--- src/rtl/spi_reg_pkg.sv ---
package spi_reg_pkg;
  localparam int ADDR_W = 4;
  localparam int CMD_W  = 8;

  typedef struct packed {
    logic              rd;
    logic [ADDR_W-1:0] idx;
    logic [1:0]        ch;
    logic              spare;
  } spi_cmd_t;
endpackage

--- src/rtl/spi_in_sync.sv ---
module spi_in_sync #(
  parameter int W = 3,
  parameter int STAGES = 2,
  parameter logic [W-1:0] RST_VAL = '0
) (
  input  logic         clk,
  input  logic         rst_n,
  input  logic [W-1:0] d,
  output logic [W-1:0] q
);
  logic [W-1:0] chain [STAGES];

  generate
    for (genvar s = 0; s < STAGES; s++) begin : g_stage
      always_ff @(posedge clk or negedge rst_n) begin
        if (!rst_n) chain[s] <= RST_VAL;
        else if (s == 0) chain[s] <= d;
        else chain[s] <= chain[(s == 0) ? 0 : s-1];
      end
    end
  endgenerate

  assign q = chain[STAGES-1];
endmodule

--- src/rtl/spi_bit_engine.sv ---
module spi_bit_engine
  import spi_reg_pkg::*;
#(
  parameter int DATA_W = 8
) (
  input  logic              clk,
  input  logic              rst_n,
  input  logic              sck_s,
  input  logic              csn_s,
  input  logic              mosi_s,
  output logic              cmd_done,
  output spi_cmd_t          cmd,
  output logic              word_done,
  output logic [DATA_W-1:0] rx_word,
  output logic              data_phase,
  output logic              sck_fall
);
  localparam int TOTAL = CMD_W + DATA_W;
  localparam int CNT_W = $clog2(TOTAL + 1);
  localparam int SH_W  = (DATA_W > CMD_W) ? DATA_W : CMD_W;

  logic             sck_q;
  logic             sck_rise;
  logic [CNT_W-1:0] cnt;
  logic [SH_W-1:0]  sh;
  logic             counting;

  assign sck_rise   = sck_s & ~sck_q;
  assign sck_fall   = ~sck_s & sck_q;
  assign counting   = ~csn_s & sck_rise & (cnt < CNT_W'(TOTAL));
  assign data_phase = cnt >= CNT_W'(CMD_W);

  always_ff @(posedge clk or negedge rst_n) begin
    if (!rst_n) sck_q <= 1'b0;
    else        sck_q <= sck_s;
  end

  always_ff @(posedge clk or negedge rst_n) begin
    if (!rst_n) begin
      cnt <= '0;
      sh  <= '0;
    end else if (csn_s) begin
      cnt <= '0;
      sh  <= '0;
    end else if (counting) begin
      cnt <= cnt + 1'b1;
      sh  <= {sh[SH_W-2:0], mosi_s};
    end
  end

  always_ff @(posedge clk or negedge rst_n) begin
    if (!rst_n) begin
      cmd_done  <= 1'b0;
      word_done <= 1'b0;
      cmd       <= '0;
      rx_word   <= '0;
    end else begin
      cmd_done  <= counting && (cnt == CNT_W'(CMD_W - 1));
      word_done <= counting && (cnt == CNT_W'(TOTAL - 1));
      if (counting && (cnt == CNT_W'(CMD_W - 1)))
        cmd <= spi_cmd_t'({sh[CMD_W-2:0], mosi_s});
      if (counting && (cnt == CNT_W'(TOTAL - 1)))
        rx_word <= {sh[DATA_W-2:0], mosi_s};
    end
  end
endmodule

--- src/rtl/spi_tx_shifter.sv ---
module spi_tx_shifter #(
  parameter int DATA_W = 8
) (
  input  logic              clk,
  input  logic              rst_n,
  input  logic              clear,
  input  logic              load,
  input  logic [DATA_W-1:0] load_val,
  input  logic              shift,
  output logic              miso
);
  logic [DATA_W-1:0] tx;

  always_ff @(posedge clk or negedge rst_n) begin
    if (!rst_n) begin
      tx   <= '0;
      miso <= 1'b0;
    end else if (clear) begin
      tx   <= '0;
      miso <= 1'b0;
    end else if (load) begin
      tx <= load_val;
    end else if (shift) begin
      miso <= tx[DATA_W-1];
      tx   <= {tx[DATA_W-2:0], 1'b0};
    end
  end
endmodule

--- src/rtl/spi_reg_slave.sv ---
module spi_reg_slave
  import spi_reg_pkg::*;
#(
  parameter int DATA_W = 8,
  parameter int SYNC_STAGES = 2
) (
  input  logic              clk,
  input  logic              rst_n,
  input  logic              spi_sck,
  input  logic              spi_csn,
  input  logic              spi_mosi,
  output logic              spi_miso,
  output logic              reg_wr_en,
  output logic [ADDR_W-1:0] reg_wr_addr,
  output logic [DATA_W-1:0] reg_wr_data,
  output logic [ADDR_W-1:0] reg_rd_addr,
  input  logic [DATA_W-1:0] reg_rd_data,
  output logic              reg_rd_strobe
);
  logic              sck_s, csn_s, mosi_s;
  logic              cmd_done, word_done, data_phase, sck_fall;
  logic [DATA_W-1:0] rx_word;
  spi_cmd_t          cmd;
  logic              ch_ok;

  spi_in_sync #(.W(3), .STAGES(SYNC_STAGES), .RST_VAL(3'b010)) u_sync (
    .clk   (clk),
    .rst_n (rst_n),
    .d     ({spi_sck, spi_csn, spi_mosi}),
    .q     ({sck_s, csn_s, mosi_s})
  );

  spi_bit_engine #(.DATA_W(DATA_W)) u_engine (
    .clk        (clk),
    .rst_n      (rst_n),
    .sck_s      (sck_s),
    .csn_s      (csn_s),
    .mosi_s     (mosi_s),
    .cmd_done   (cmd_done),
    .cmd        (cmd),
    .word_done  (word_done),
    .rx_word    (rx_word),
    .data_phase (data_phase),
    .sck_fall   (sck_fall)
  );

  assign ch_ok = (cmd.ch == 2'b00);

  assign reg_wr_en     = word_done & ~cmd.rd & ch_ok;
  assign reg_wr_addr   = cmd.idx;
  assign reg_wr_data   = rx_word;
  assign reg_rd_addr   = cmd.idx;
  assign reg_rd_strobe = cmd_done & cmd.rd & ch_ok;

  spi_tx_shifter #(.DATA_W(DATA_W)) u_tx (
    .clk      (clk),
    .rst_n    (rst_n),
    .clear    (csn_s),
    .load     (cmd_done & cmd.rd),
    .load_val (ch_ok ? reg_rd_data : '0),
    .shift    (sck_fall & data_phase & cmd.rd),
    .miso     (spi_miso)
  );
endmodule

--- config.mk ---
export PLATFORM = sky130hd
export DESIGN_NAME = spi_reg_slave
export DESIGN_NICKNAME = d
export VERILOG_FILES = /design/src/rtl/spi_reg_pkg.sv /design/src/rtl/spi_in_sync.sv /design/src/rtl/spi_bit_engine.sv /design/src/rtl/spi_tx_shifter.sv /design/src/rtl/spi_reg_slave.sv
export SDC_FILE = /design/constraint.sdc
export NUM_CORES = 1
export LEC_CHECK = 0
export CAP_MARGIN = 10
export CORE_MARGIN = 1
export CORE_UTILIZATION = 30
export DETAILED_ROUTE_END_ITERATION = 8
export RECOVER_POWER = 25
export REMOVE_ABC_BUFFERS = 1
export SLEW_MARGIN = 20
export SYNTH_ARGS = -nofsm -noshare
export SYNTH_HDL_FRONTEND = slang
export SYNTH_HIERARCHICAL = 1
export SYNTH_SLANG_ARGS = --single-unit
export TNS_END_PERCENT = 50
--- constraint.sdc ---
create_clock -name clk -period 2.3 [get_ports clk]
set_clock_uncertainty 0.1 [all_clocks]
set_input_delay 0.69 -clock clk [delete_from_list [all_inputs] [get_ports clk]]
set_output_delay 0.69 -clock clk [all_outputs]
set_load 0.05 [all_outputs]
==> key figures <==
Die
  – Initial core utilization: 31.9%
  – Die area: 7240 µm²
  – Die H: 85.1 µm
  – # rows: 29
  – Die extent in x: 85.1 µm
  – Core area: 6490 µm²
  – Num ports: 32

Final layout
  – Nets: 207
  – P&R area growth vs syn: 18.0%
  – Share of post-route cells with drive strength above 1: 31.4%
  – ANT cells: 0

Setup path
  – Slowest stage delay, CP: 0.56 ns
  – Flop2flop setup slack: 0.42 ns
  – Worst setup EP type: primary output
  – CP startpoint kind: flip-flop
  – CP cell instances: nor4bb_4 > buf_12
  – Crit-path max FO: 11
  – Slowest CP cell: dfrtp_1
  – Worst EP arrival: 1.43 ns
  – Data required, critical path: 1.51 ns
  – Worst Setup Path Type: reg -> out

Route
  – Avg WL per Cell: 13.3 µm
  – Total number of vias: 1229
  – Wire length on met3: 152 µm
  – 1st-iter DRT viols: 40
  – Met2 WL: 1640 µm
  – Post-DRT Antenna Nets: 0
  – Via-to-Cell Ratio: 4.59
  – WL met1: 1720 µm
  – Pre-antenna DRT Iters: 4
  – Routed WL: 3560 µm
  – Top sig layer: met4
  – DRC: 0

Clocking
  – Cts bufs inserted: 5
  – Post-CTS Setup Inserts: 0
  – CTS hold repair buffers: 0
  – CTS tree: built
  – Resized Gates After CTS: 0
  – Clk sinks: 45
  – Root buffer cell: clkbuf_8
  – Clock latency on the worst-skew pair: 0.29 ns
  – Reg clk slew, reported paths: 0.08 ns
  – Clock buffer depth: 2
  – CTS H-tree lvls: 2

Timing
  – WHS: 0.252 ns
  – Final Hold Fails: 0
  – Crit share post-route: 96.4%
  – Worst slew pin tran: 1.07 ns
  – Pins over their slew limit: 0
  – Setup TNS: 0 ns
  – Unrepaired setup endpoints after global routing: no
  – Setup Viol. Count Final: 0
  – Min cycle time layout: 2.22 ns
  – Max Fclk: 0.451 GHz
  – Slew headroom: 28.9%

Logic synthesis
  – Synthesis Warnings: 6
  – Syn Inst Count: 165
  – Mapped cell area: 2070 µm²
  – Avg Inst Size Synth: 12.5 µm²

Placement
  – Gpl congestion: 0.728
  – Port bufs: 31
  – HPWL Detailed: 2400 µm

Job
  – Max-Cap Viols: 0

Global routing
  – Number of global-route vias before repair: 1209
  – Gr usage total: 10.8%
  – Largest net degree at the start of global routing: 27
  – Initial antenna violation count: 0
  – First-pass GRT wire length: 6090 µm
  – GR Overflow Total: 0

Pwr
  – Worst vdd ir: 0.232 mV
  – Leakage: 1.14 nW
  – Tot Pwr: 1.36 mW
  – Cell area power density: 555 nW/µm²

Outcome
  – Run status: completed

Min path
  – Worst min-delay path category: reg -> reg
## worst max-delay path: cells and delay by family (launching register included)
kind          cells  cell delay [ns]
buf+inv           1             0.18
simple gates      1             0.40
flops             1             0.56
## layout by cell type, fill, tap and decap left out, types with 2 or more instances in the layout
master           instances
a21oi_1                 10
buf_12                   2
buf_4                   18
clkbuf_1                 2
clkbuf_8                 6
clkdlybuf4s50_1          9
dfrtp_1                 43
dfstp_2                  2
dlygate4sd3_1            3
ha_1                     3
inv_1                    6
mux2_2                  16
mux2_4                   7
mux2i_1                  8
nand2_1                 16
nor2_1                  11
nor2b_1                  3
nor3b_1                  9
o21ai_0                  2
## final timing paths
check / startpoint / to / cells past startpoint
max in group asynchronous: rst_n / u_tx/tx[0] / 2
max reg2reg: u_engine/cnt[0] / u_engine/rx_word[3] / 5
min: u_sync/chain[3] / u_sync/q[0] / 0
min reg2reg: u_sync/chain[3] / u_sync/q[0] / 0
min in group asynchronous: rst_n / u_engine/rx_word[4] / 1
max: u_engine/cmd[2] / reg_rd_strobe / 2
## power breakdown
| group | switching (mW) | internal, mW |
|---|---|---|
| logic | 0.0342 | 0.0298 |
| registers | 0.00896 | 0.802 |
| clock network | 0.244 | 0.238 |
## state kept, by name, summed over array words and instances (netlist names), 3 cells and up
register and cells:
u_engine/rx_word 8, u_engine/cmd 7, u_sync/chain 3, u_engine/sh 7, u_engine/cnt 5, u_tx/tx 8
u_sync/q 3
## through the flow
step | worst slack [ns] | instances | util, % | instance area (µm²)
3_5_place_dp | 0.399 | 261 | 36.5 | 2370
6_report | 0.0819 | 268 | 37.6 | 2440
2_1_floorplan | 0.303 | 150 | - | 1960
4_1_cts | 0.0673 | 268 | 37.9 | 2460
3_3_place_gp | 0.396 | 261 | 36.5 | 2370
5_1_grt | 0.00260 | 268 | 37.6 | 2440
## area by class of cell
cell class	count	area [µm²]
Clock buffer	7	86.3
Fill cell	628	4050
Inverter	6	22.5
Multi-Input combinational cell	99	806
Sequential cell	45	1130
Tap cell	77	96.3
Timing Repair Buffer	34	304
## metal layers
layer | vias up | track usage [%]
met3 | 6 | 3.31
li1 | 597 | -
met4 | 0 | 2.77
met1 | 600 | 14.5
met5 | - | 0
met2 | 26 | 17.2
Note: power is estimated with default switching activity, not from simulation.
